==> config.mk <==
export PLATFORM = sky130hd
export DESIGN_NAME = load_use_interlock
export DESIGN_NICKNAME = d
export VERILOG_FILES = /design/src/rtl/lui_pkg.sv /design/src/rtl/lui_decode.sv /design/src/rtl/lui_match.sv /design/src/rtl/lui_ctrl.sv /design/src/rtl/load_use_interlock.sv
export SDC_FILE = /design/constraint.sdc
export NUM_CORES = 1
export LEC_CHECK = 0
export BUFFER_PORTS_ARGS = -buffer_cell sky130_fd_sc_hd__buf_4
export CELL_PAD_IN_SITES_DETAIL_PLACEMENT = 1
export CELL_PAD_IN_SITES_GLOBAL_PLACEMENT = 2
export CORE_ASPECT_RATIO = 1.2
export CORE_MARGIN = 3
export CORE_UTILIZATION = 10
export CTS_CLUSTER_SIZE = 12
export DETAILED_ROUTE_END_ITERATION = 8
export GPL_ROUTABILITY_DRIVEN = 0
export PLACE_DENSITY = 0.95
export RECOVER_POWER = 100
export SLEW_MARGIN = 30
export SYNTH_ARGS = -nofsm -noshare
export SYNTH_HDL_FRONTEND = slang
export SYNTH_SLANG_ARGS = --single-unit
==> constraint.sdc <==
create_clock -name clk -period 2.2 [get_ports clk]
set_input_delay 0.22 -clock clk [delete_from_list [all_inputs] [get_ports clk]]
set_output_delay 0.22 -clock clk [all_outputs]
set_load 0.02 [all_outputs]
==> src/rtl/lui_pkg.sv <==
// Package: shared instruction class type for the load-use interlock.
// Assumes a fixed-format encoding with opcode, rs and rt at the top of the word.
package lui_pkg;

    typedef enum logic [2:0] {
        CLS_OTHER  = 3'd0,
        CLS_RR     = 3'd1,
        CLS_LOAD   = 3'd2,
        CLS_STORE  = 3'd3,
        CLS_ALUI   = 3'd4,
        CLS_BRANCH = 3'd5
    } instr_class_e;

endpackage

==> src/rtl/lui_decode.sv <==
// Module: lui_decode
// Classifies one instruction word and extracts its rs and rt fields.
// Assumes opcode occupies the top OPC_W bits, followed by rs then rt.
module lui_decode
    import lui_pkg::*;
#(
    parameter int unsigned     INSTR_W     = 32,
    parameter int unsigned     OPC_W       = 6,
    parameter int unsigned     REG_W       = 5,
    parameter logic [OPC_W-1:0] OP_RR      = 6'h00,
    parameter logic [OPC_W-1:0] OP_LOAD    = 6'h23,
    parameter logic [OPC_W-1:0] OP_STORE   = 6'h2B,
    parameter logic [OPC_W-1:0] OP_ALUI_LO = 6'h08,
    parameter logic [OPC_W-1:0] OP_ALUI_HI = 6'h0E,
    parameter logic [OPC_W-1:0] OP_BR_A    = 6'h04,
    parameter logic [OPC_W-1:0] OP_BR_B    = 6'h05
) (
    input  logic [INSTR_W-1:0] instr,
    output instr_class_e       cls,
    output logic [REG_W-1:0]   rs,
    output logic [REG_W-1:0]   rt
);
    localparam int unsigned OPC_LSB = INSTR_W - OPC_W;
    localparam int unsigned RS_LSB  = OPC_LSB - REG_W;
    localparam int unsigned RT_LSB  = RS_LSB - REG_W;

    logic [OPC_W-1:0] opc;
    logic             unused_low;

    // Field extraction.
    assign opc        = instr[INSTR_W-1:OPC_LSB];
    assign rs         = instr[OPC_LSB-1:RS_LSB];
    assign rt         = instr[RS_LSB-1:RT_LSB];
    assign unused_low = ^instr[RT_LSB-1:0];

    // Opcode to class mapping.
    always_comb begin
        if (opc == OP_RR)                                 cls = CLS_RR;
        else if (opc == OP_LOAD)                          cls = CLS_LOAD;
        else if (opc == OP_STORE)                         cls = CLS_STORE;
        else if (opc >= OP_ALUI_LO && opc <= OP_ALUI_HI)  cls = CLS_ALUI;
        else if (opc == OP_BR_A || opc == OP_BR_B)        cls = CLS_BRANCH;
        else                                              cls = CLS_OTHER;
    end
endmodule

==> src/rtl/lui_match.sv <==
// Module: lui_match
// Compares the load destination against the source fields the decoding
// instruction actually reads. Assumes register 0 is hard-wired zero.
module lui_match
    import lui_pkg::*;
#(
    parameter int unsigned REG_W = 5
) (
    input  instr_class_e     ex_cls,
    input  logic [REG_W-1:0] ex_rt,
    input  instr_class_e     id_cls,
    input  logic [REG_W-1:0] id_rs,
    input  logic [REG_W-1:0] id_rt,
    output logic             hit
);
    logic load_live;
    logic rs_read;
    logic rt_read;

    // Producer qualifies: a load writing a real register.
    assign load_live = (ex_cls == CLS_LOAD) && (ex_rt != '0);

    // Which consumer fields are read in decode, by class.
    always_comb begin
        rs_read = 1'b0;
        rt_read = 1'b0;
        case (id_cls)
            CLS_RR:                                 begin rs_read = 1'b1; rt_read = 1'b1; end
            CLS_LOAD, CLS_STORE, CLS_ALUI, CLS_BRANCH: rs_read = 1'b1;
            default:                                ;
        endcase
    end

    // Hazard when a read field names the load destination.
    assign hit = load_live &&
                 ((rs_read && (id_rs == ex_rt)) || (rt_read && (id_rt == ex_rt)));
endmodule

==> src/rtl/lui_ctrl.sv <==
// Module: lui_ctrl
// Turns a raw hazard into one stall cycle and drives the pipeline controls.
// Assumes the bubble removes the load from the execute latch next cycle.
module lui_ctrl (
    input  logic clk,
    input  logic rst_n,
    input  logic hit,
    output logic stall,
    output logic pc_we,
    output logic ifid_we,
    output logic bubble
);
    logic guard_q;

    // Remember that the previous cycle stalled.
    always_ff @(posedge clk) begin
        if (!rst_n) guard_q <= 1'b0;
        else        guard_q <= stall;
    end

    // One-cycle stall and the derived enables.
    assign stall   = hit && !guard_q;
    assign pc_we   = !stall;
    assign ifid_we = !stall;
    assign bubble  = stall;
endmodule

==> src/rtl/load_use_interlock.sv <==
// Module: load_use_interlock (top)
// Detects a load-use hazard between the execute-stage load and the decoding
// instruction, and holds fetch for one cycle while a bubble issues.
// Assumes a five-stage in-order pipeline with load-data forwarding from MEM/WB.
module load_use_interlock
    import lui_pkg::*;
#(
    parameter int unsigned INSTR_W = 32,
    parameter int unsigned OPC_W   = 6,
    parameter int unsigned REG_W   = 5
) (
    input  logic               clk,
    input  logic               rst_n,
    input  logic [INSTR_W-1:0] ex_instr,
    input  logic [INSTR_W-1:0] id_instr,
    output logic               stall,
    output logic               pc_we,
    output logic               ifid_we,
    output logic               bubble
);
    localparam int unsigned N_STAGE = 2;

    logic [INSTR_W-1:0] words [N_STAGE];
    instr_class_e       cls   [N_STAGE];
    logic [REG_W-1:0]   rs    [N_STAGE];
    logic [REG_W-1:0]   rt    [N_STAGE];
    logic               hit;
    logic               unused_ex_rs;

    // Stage 0 is execute, stage 1 is decode.
    assign words[0]     = ex_instr;
    assign words[1]     = id_instr;
    assign unused_ex_rs = ^rs[0];

    // One decoder per latched instruction.
    for (genvar g = 0; g < N_STAGE; g++) begin : g_dec
        lui_decode #(
            .INSTR_W (INSTR_W),
            .OPC_W   (OPC_W),
            .REG_W   (REG_W)
        ) u_dec (
            .instr (words[g]),
            .cls   (cls[g]),
            .rs    (rs[g]),
            .rt    (rt[g])
        );
    end

    lui_match #(.REG_W(REG_W)) u_match (
        .ex_cls (cls[0]),
        .ex_rt  (rt[0]),
        .id_cls (cls[1]),
        .id_rs  (rs[1]),
        .id_rt  (rt[1]),
        .hit    (hit)
    );

    lui_ctrl u_ctrl (
        .clk     (clk),
        .rst_n   (rst_n),
        .hit     (hit),
        .stall   (stall),
        .pc_we   (pc_we),
        .ifid_we (ifid_we),
        .bubble  (bubble)
    );
endmodule

==> flow_metrics.py, run 1 <==
metrics = {
    "status": {
        "status": "finished clean",
    },
    "yosys": {
        "ys.flop_type": "dfxtp_1",
        "syn_nets": 98,
        "yosysTopAreaCell": "xor2_1",
        "synth.area.top_cells": "xor2_1, dfxtp_1, xnor2_1, buf_4, or4_1",
        "ys_types": 20,
        "synth_fa_ha_area_frac": 0,
        "synth_area_um2": 247.7,
        "ys_seq_area_frac": 0.08081,
        "synthMuxAreaShare": 0,
        "async_reset_ff_frac": 0,
        "synthCells": 32,
        "synth.most_common_cell": "xor2_1",
        "synth_top_family_by_area": "XOR/XNOR gates",
        "ys_warn_count": 0,
        "synth.avg_cell_area_um2": 7.742,
        "ys_ff_latch": 1,
        "synth-xor-area-share": 0.3535,
        "yosysTopAreaCellShare": 0.2828,
        "synth-compound-area-share": 0.1869,
        "synth_edf_count": 0,
        "synth-simple-area-share": 0.3182,
    },
    "clocking": {
        "cts.clk_slew.worst_paths_ns": 0,
        "postCtsSetupRepairBufs": 0,
        "ctsHoldBuffers": 0,
        "clk_latency_ns": 0,
        "post_cts_resized": 0,
    },
    "critical_path": {
        "required_ns": 1.98,
        "worstReg2RegStart": "u_ctrl.guard_q",
        "cp_max_fo": 4,
        "reg2reg_slack_ns": 1.19,
        "crit_start": "id_instr[27]",
        "path_class": "input port to output pin",
        "end_kind": "output pin",
        "r2r_end": "u_ctrl.guard_q",
        "r2r_cells": 4,
        "critPathCapture": "bubble",
        "worstPathArrival_ns": 1.68,
        "critical_path.startpoint_type": "input port",
    },
    "detailed_routing": {
        "dr.pass1.iters": 3,
        "drt_iter0_markers": 5,
        "vias_per_cell": 3.903,
        "drc": 0,
        "ant_nets": 0,
        "wire_per_inst_um": 11.51,
        "via_count": 363,
        "wl_um": 1070,
    },
    "final_layout": {
        "area_growth_pct": 102.0,
        "register_area_um2": 20.02,
        "stdcell_area_um2": 500.5,
        "regMostFlops": "u_ctrl.guard_q",
        "drive_above_1_share": 0.4677,
        "largest_reg_flops": 1,
        "reg.largest.list": "u_ctrl.guard_q x1",
        "n_antenna_cell": 0,
        "multi_input_area_um2": 212.7,
        "fill_cells": 313,
        "num-nets-final": 130,
    },
    "sta": {
        "fmax_ghz": 0.5261,
        "relSlewSlack": 0.6725,
        "skew_ns": 0,
        "maxSlewViolCount": 0,
        "fin_crit_ns": 1.901,
        "setup_viol": 0,
        "hold_violations": 0,
        "worst_slew_pin_slew_ns": 0.4788,
        "setup_tns_ns": 0,
        "finalCritPeriodShare": 0.8639,
        "rsz0062_at_grt": "no",
    },
    "global_routing": {
        "overflow": 0,
        "grt_max_degree": 5,
        "grt_busiest_layer": "met2",
        "grtUsageMet1": 0.07829,
        "antenna_found_initial": 0,
        "grt_usage": 0.06833,
        "grt_pass1_vias": 377,
        "grt_use_met3": 0.01720,
        "grt_pass1_wl_um": 1690,
        "use_met2": 0.1345,
    },
    "die": {
        "fp.dieW_um": 51.44,
        "io_pins": 70,
        "die_y_um": 60.53,
        "dieArea_mm2": 0.003113,
        "initial_core_util": 0.1063,
        "core_area_mm2": 0.002330,
        "std_cell_rows": 19,
    },
    "place": {
        "placed_area_um2": 511.7,
        "dp_hpwl_um": 1026,
        "port_buffers": 32,
    },
    "worst_hold_path": {
        "hp-start": "rst_n",
        "worst_hold_path_type": "input port to flip-flop",
    },
    "run": {
        "cap_violations": 0,
    },
    "power_and_ir_drop": {
        "peakVddDrop_mv": 0.05195,
        "power_density_mw_per_mm2": 168.0,
        "p_leak_nw": 0.2244,
    },
}
==> critical path, cell delays in order <==
cell       delay, ns
buf_4           0.12
and3_1          0.15
a2111oi_0       0.47
nand3_1         0.22
a21boi_0        0.30
buf_4           0.19
==> layout make-up <==
cell class / count / share of cell area
repair buffers: 32 / 0.4575
multi-input cells: 29 / 0.4250
well taps: 31 / 0.07750
flip-flops and latches: 1 / 0.04000
==> worst min-delay path by stage <==
stage / endpoint / slack (ns) / cells after the start
final: u_ctrl.guard_q / 0.47 / 3
after global routing: u_ctrl.guard_q / 0.48 / 3
after CTS: u_ctrl.guard_q / 0.47 / 3
after detailed placement: u_ctrl.guard_q / 0.47 / 3
after global placement: u_ctrl.guard_q / 0.46 / 3
after floorplan: u_ctrl.guard_q / 0.34 / 2
==> cells in the final DEF, fill, tap and decap left out <==
cell,instances
buf_4,29
xor2_1,8
clkbuf_1,3
xnor2_1,2
nor3_1,2
or4_1,2
nand2_1,2
nor2_1,1
nand4_1,1
and3_1,1
a2111oi_0,1
nor2b_1,1
o21ai_0,1
nand3_1,1
nor4bb_1,1
nor4b_1,1
o211a_1,1
a21boi_0,1
a21bo_1,1
a21oi_1,1
dfxtp_1,1
==> kinds of logic after synthesis <==
family | count (synthesis)
flops | 1
xor+xnor | 10
buf+inv | 2
simple gates | 13
compound gates | 6
==> power by group <==
group	switching, mW	internal, mW
sequential	0.000000662	0.0185
clock	0	0
combinational	0.0222	0.0434
==> metrics by stage <==
stage / utilization / hold WS [ns] / setup slack (ns) / instances / total power [mW]
detailed placement: 0.2197 / 0.4676 / 0.3226 / 93 / 0.08613
finish: 0.2148 / 0.4682 / 0.2993 / 93 / 0.08407
global route: 0.2148 / 0.4804 / 0.1209 / 93 / 0.09084
global placement: 0.2197 / 0.4616 / 0.4357 / 93 / 0.08423
CTS: 0.2197 / 0.4696 / 0.3091 / 93 / 0.08623
floorplan: - / 0.3361 / 0.4392 / 32 / 0.03707
==> routing by layer <==
| layer | up-vias | wire [um] |
|---|---|---|
| met4 | 0 | 0 |
| li1 | 177 | - |
| met1 | 156 | 402 |
| met3 | 0 | 142 |
| met5 | - | 0 |
| met2 | 30 | 526 |
No activity file was read; power rests on OpenSTA's default activity.
==> run 2: changes to the inputs <==
--- a/config.mk
+++ b/config.mk
@@ -15,7 +15,7 @@
 export DETAILED_ROUTE_END_ITERATION = 8
 export GPL_ROUTABILITY_DRIVEN = 0
 export PLACE_DENSITY = 0.95
-export RECOVER_POWER = 100
+export RECOVER_POWER = 50
 export SLEW_MARGIN = 30
 export SYNTH_ARGS = -nofsm -noshare
 export SYNTH_HDL_FRONTEND = slang
==> run 2 against run 1 <==
Net effect:
- register-to-register slack about the same
- worst hold slack is essentially flat
- flip-flop and latch count is the same
- setup slack improved by 0.064 ns
- critical path depth unchanged
- routed wire length decreased by 0.19%
- sequential power barely moved
- final cell count did not move
- clock skew unchanged
- first-iteration DRC count stayed put
- total power about the same
==> flow_metrics.py, run 2 (synthesized netlist as in run 1, its figures left out) <==
metrics = {
    "critical_path": {
        "reg2reg_slack_ns": 1.20,
        "worstReg2RegStart": "u_ctrl.guard_q",
        "crit_start": "id_instr[27]",
        "critical_path.startpoint_type": "input port",
        "r2r_end": "u_ctrl.guard_q",
        "cp_max_fo": 4,
        "path_class": "input port to output pin",
        "r2r_cells": 4,
        "worstPathArrival_ns": 1.62,
        "end_kind": "output pin",
        "required_ns": 1.98,
        "critPathCapture": "bubble",
    },
    "power_and_ir_drop": {
        "peakVddDrop_mv": 0.05195,
        "internal-power_uw": 61.88,
        "switching_share": 0.2642,
        "combPwrFrac": 0.780,
        "seqPwrFrac": 0.220,
        "clkPwrFrac": 0,
        "p_leak_nw": 0.2275,
        "p_sw_uw": 22.22,
        "power_density_mw_per_mm2": 166.8,
    },
    "die": {
        "io_pins": 70,
        "fp.dieW_um": 51.44,
        "std_cell_rows": 19,
        "dieArea_mm2": 0.003113,
        "initial_core_util": 0.1063,
        "core_area_mm2": 0.002330,
        "die_y_um": 60.53,
    },
    "global_routing": {
        "antenna_found_initial": 0,
        "grt_busiest_layer": "met2",
        "grt_use_met3": 0.01720,
        "grt_pass1_wl_um": 1690,
        "grtUsageMet1": 0.07829,
        "grt_pass1_vias": 377,
        "overflow": 0,
        "grt_max_degree": 5,
        "use_met2": 0.1345,
        "grt_usage": 0.06833,
    },
    "worst_hold_path": {
        "worst_hold_path_type": "input port to flip-flop",
        "hp-start": "rst_n",
    },
    "final_layout": {
        "reg.largest.list": "u_ctrl.guard_q x1",
        "register_area_um2": 20.02,
        "final_cell_mix": "buf_4, xor2_1",
        "regMostFlops": "u_ctrl.guard_q",
        "n_antenna_cell": 0,
        "largest_reg_flops": 1,
        "multi_input_area_um2": 212.7,
        "num-nets-final": 130,
        "area_growth_pct": 103.5,
        "fill_cells": 312,
        "final_common_cell": "buf_4",
        "drive_above_1_share": 0.4839,
    },
    "sta": {
        "hold-worst-slack_ns": 0.4677,
        "worst_slew_pin_slew_ns": 0.4788,
        "relSlewSlack": 0.6725,
        "maxSlewViolCount": 0,
        "skew_ns": 0,
        "fmax_ghz": 0.5445,
        "fin_crit_ns": 1.837,
        "setup_ws_ns": 0.3634,
        "finalCritPeriodShare": 0.8348,
        "rsz0062_at_grt": "no",
        "hold_violations": 0,
        "setup_viol": 0,
        "setup_tns_ns": 0,
    },
    "detailed_routing": {
        "drt_iter0_markers": 5,
        "via_count": 364,
        "wl_um": 1068,
        "wire_per_inst_um": 11.48,
        "dr.pass1.iters": 3,
        "vias_per_cell": 3.914,
        "drc": 0,
        "ant_nets": 0,
    },
    "status": {
        "status": "finished clean",
    },
    "clocking": {
        "clk_latency_ns": 0,
        "ctsHoldBuffers": 0,
        "cts.clk_slew.worst_paths_ns": 0,
        "postCtsSetupRepairBufs": 0,
        "post_cts_resized": 0,
    },
    "run": {
        "cap_violations": 0,
    },
    "place": {
        "port_buffers": 32,
        "dp_hpwl_um": 1026,
        "place_ws_ns": 0.3226,
    },
}
run 2: cell types whose count changed in the layout (fill, tap and decap cells not counted):
cell / change
a21boi_0: -1
a21boi_1: +1
buf_4: +1
clkbuf_1: -1
run 2: how the worst min path moves through the flow:
stage / to / cells past startpoint
6_report: u_ctrl.guard_q / 3
5_1_grt: u_ctrl.guard_q / 3
3_5_place_dp: u_ctrl.guard_q / 3
2_1_floorplan: u_ctrl.guard_q / 2
4_1_cts: u_ctrl.guard_q / 3
3_3_place_gp: u_ctrl.guard_q / 3
run 2: stage by stage:
| stage | utilization | instances | total power, mW | cell area, um2 |
|---|---|---|---|---|
| 6_report | 0.2164 | 93 | 0.08409 | 504.2 |
| 5_1_grt | 0.2164 | 93 | 0.09087 | 504.2 |
| 4_1_cts | 0.2197 | 93 | 0.08623 | 511.7 |
| 3_5_place_dp | 0.2197 | 93 | 0.08613 | 511.7 |
| 3_3_place_gp | 0.2197 | 93 | 0.08423 | 511.7 |
| 2_1_floorplan | - | 32 | 0.03707 | 247.7 |
run 2: cell type report:
class / count / share of cell area
flip-flops and latches: 1 / 0.03970
repair buffers: 32 / 0.4615
well taps: 31 / 0.07692
multi-input cells: 29 / 0.4218
run 2: worst max-delay path, stage by stage:
cell and delay, ns:
buf_4 0.12, and3_1 0.15, a2111oi_0 0.47, nand3_1 0.23
a21boi_1 0.25, buf_4 0.18
run 2: metal layers:
metal,vias up,wire [um]
met4,0,0
met2,30,527
met1,157,392
met3,0,148
li1,177,-
met5,-,0
run 2: power groups by stage:
stage | sequential [mW] | clock [mW] | combinational [mW]
5_1_grt | 0.0185 | 0 | 0.0724
4_1_cts | 0.0185 | 0 | 0.0677
6_report | 0.0185 | 0 | 0.0656
3_5_place_dp | 0.0185 | 0 | 0.0676
3_3_place_gp | 0.0185 | 0 | 0.0657
2_1_floorplan | 0.0185 | 0 | 0.0186
==> run 3: changes to the inputs <==
==> constraint.sdc (replaced) <==
create_clock -name clk -period 1.8 [get_ports clk]
set_input_delay 0.18 -clock clk [delete_from_list [all_inputs] [get_ports clk]]
set_output_delay 0.18 -clock clk [all_outputs]
set_load 0.02 [all_outputs]
==> run 3 against run 2 <==
Net effect:
- flip-flop and latch count unchanged
- global-route usage is 0.31 points higher
- routed wire length rose by 3.2%
- via count down 1.1%
- total power is 26% higher
==> flow_metrics.py, run 3 (synthesized netlist as in run 1, its figures left out) <==
metrics = {
    "status": {
        "status": "finished clean",
    },
    "final_layout": {
        "drive_above_1_share": 0.5323,
        "num-nets-final": 130,
        "instances_no_fill": 93,
        "reg.largest.list": "u_ctrl.guard_q x1",
        "final_cell_mix": "buf_4, xor2_1",
        "area_growth_pct": 109.1,
        "n_antenna_cell": 0,
        "stdcell_area_um2": 518.0,
        "largest_reg_flops": 1,
        "regMostFlops": "u_ctrl.guard_q",
        "fill_cells": 312,
        "final_common_cell": "buf_4",
    },
    "detailed_routing": {
        "wl_um": 1102,
        "drc": 0,
        "ant_nets": 0,
        "wire_per_inst_um": 11.85,
        "dr.pass1.iters": 1,
        "vias_per_cell": 3.871,
        "drt_iter0_markers": 0,
        "via_count": 360,
    },
    "critical_path": {
        "reg2reg_slack_ns": 0.80,
        "path_class": "input port to output pin",
        "worstPathArrival_ns": 1.46,
        "required_ns": 1.62,
        "end_kind": "output pin",
        "r2r_cells": 4,
        "cp_max_fo": 3,
        "worstReg2RegStart": "u_ctrl.guard_q",
        "r2r_end": "u_ctrl.guard_q",
        "max_stage_delay_ns": 0.37,
        "critical_path.startpoint_type": "input port",
        "slowest_stage": "a2111oi_2",
        "crit_top_cell": "buf_4",
        "cp_cell_sequence": "buf_4, and3_1, a2111oi_2, nand3_1, a21bo_1, buf_4",
    },
    "global_routing": {
        "grt_pass1_wl_um": 1745,
        "use_met2": 0.1455,
        "grt_max_degree": 5,
        "grt_busiest_layer": "met2",
        "grtUsageMet1": 0.07829,
        "grt_usage": 0.07139,
        "grt_pass1_vias": 389,
        "antenna_found_initial": 0,
        "overflow": 0,
        "grt_use_met3": 0.01720,
    },
    "worst_hold_path": {
        "hp-start": "rst_n",
        "worst_hold_path_type": "input port to flip-flop",
        "whs_endpoint": "u_ctrl.guard_q",
        "holdPathStages": 3,
    },
    "die": {
        "core_area_mm2": 0.002330,
        "std_cell_rows": 19,
        "dieArea_mm2": 0.003113,
        "io_pins": 70,
        "die_y_um": 60.53,
        "fp.dieW_um": 51.44,
        "initial_core_util": 0.1063,
    },
    "place": {
        "placed_area_um2": 511.7,
        "place_ws_ns": 0.002627,
        "port_buffers": 32,
        "dp_cells": 93,
        "dp_hpwl_um": 1026,
    },
    "sta": {
        "fmax_ghz": 0.6091,
        "maxSlewViolCount": 0,
        "fin_crit_ns": 1.642,
        "hold_violations": 0,
        "rsz0062_at_grt": "no",
        "finalCritPeriodShare": 0.9121,
        "skew_ns": 0,
        "worst_slew_pin_slew_ns": 0.3146,
        "relSlewSlack": 0.7898,
        "setup_ws_ns": 0.1581,
        "setup_tns_ns": 0,
        "setup_viol": 0,
    },
    "power_and_ir_drop": {
        "combPwrFrac": 0.787,
        "power_density_mw_per_mm2": 205.0,
        "peakVddDrop_mv": 0.06429,
        "clkPwrFrac": 0,
        "switching_share": 0.2776,
        "seqPwrFrac": 0.213,
        "p_sw_uw": 29.48,
        "p_leak_nw": 0.2313,
        "internal-power_uw": 76.72,
    },
    "clocking": {
        "cts.clk_slew.worst_paths_ns": 0,
        "postCtsSetupRepairBufs": 0,
        "ctsHoldBuffers": 0,
        "clk_latency_ns": 0,
    },
    "run": {
        "cap_violations": 0,
    },
}
run 3: cell type report:
cell class                      instances  area, um2  share of cell area
Tap cell                               31      38.79             0.07488
Sequential cell                         1      20.02             0.03865
Timing Repair Buffer                   32      236.5              0.4565
Multi-Input combinational cell         29      222.7              0.4300
run 3: worst max path at each step:
stage	start	to
finish	id_instr[28]	pc_we
global route	id_instr[26]	pc_we
CTS	id_instr[28]	bubble
detailed placement	id_instr[28]	bubble
global placement	id_instr[28]	stall
floorplan	id_instr[26]	stall
run 3: timing repair:
action / CTS / global route
endpoints found under the setup margin: 2 / 4
cloned: 0 / 0
resized for setup: 1 / 2
run 3: worst max-delay path, delay by kind of cell:
| kind | cells | cell delay, ns |
|---|---|---|
| buf+inv | 2 | 0.28 |
| compound gates | 2 | 0.62 |
| simple gates | 2 | 0.40 |
run 3: stage by stage:
| step | util | power [mW] | hold WS, ns |
|---|---|---|---|
| floorplan | - | 0.04531 | 0.2961 |
| global placement | 0.2197 | 0.1030 | 0.4216 |
| detailed placement | 0.2197 | 0.1053 | 0.4276 |
| CTS | 0.2202 | 0.1062 | 0.4296 |
| global route | 0.2223 | 0.1147 | 0.4404 |
| finish | 0.2223 | 0.1062 | 0.4296 |
run 3: per-layer routing:
layer	share of wire	wire (um)	vias to the layer above
met1	0.35	389	153
met2	0.51	563	30
met3	0.14	150	0
met4	0	0	0
li1	-	-	177
met5	0	0	-
run 3: power groups by stage:
stage | clock [mW] | sequential, mW | combinational, mW
floorplan | 0 | 0.0226 | 0.0227
global placement | 0 | 0.0226 | 0.0803
detailed placement | 0 | 0.0226 | 0.0826
CTS | 0 | 0.0226 | 0.0835
global route | 0 | 0.0226 | 0.0920
finish | 0 | 0.0226 | 0.0836
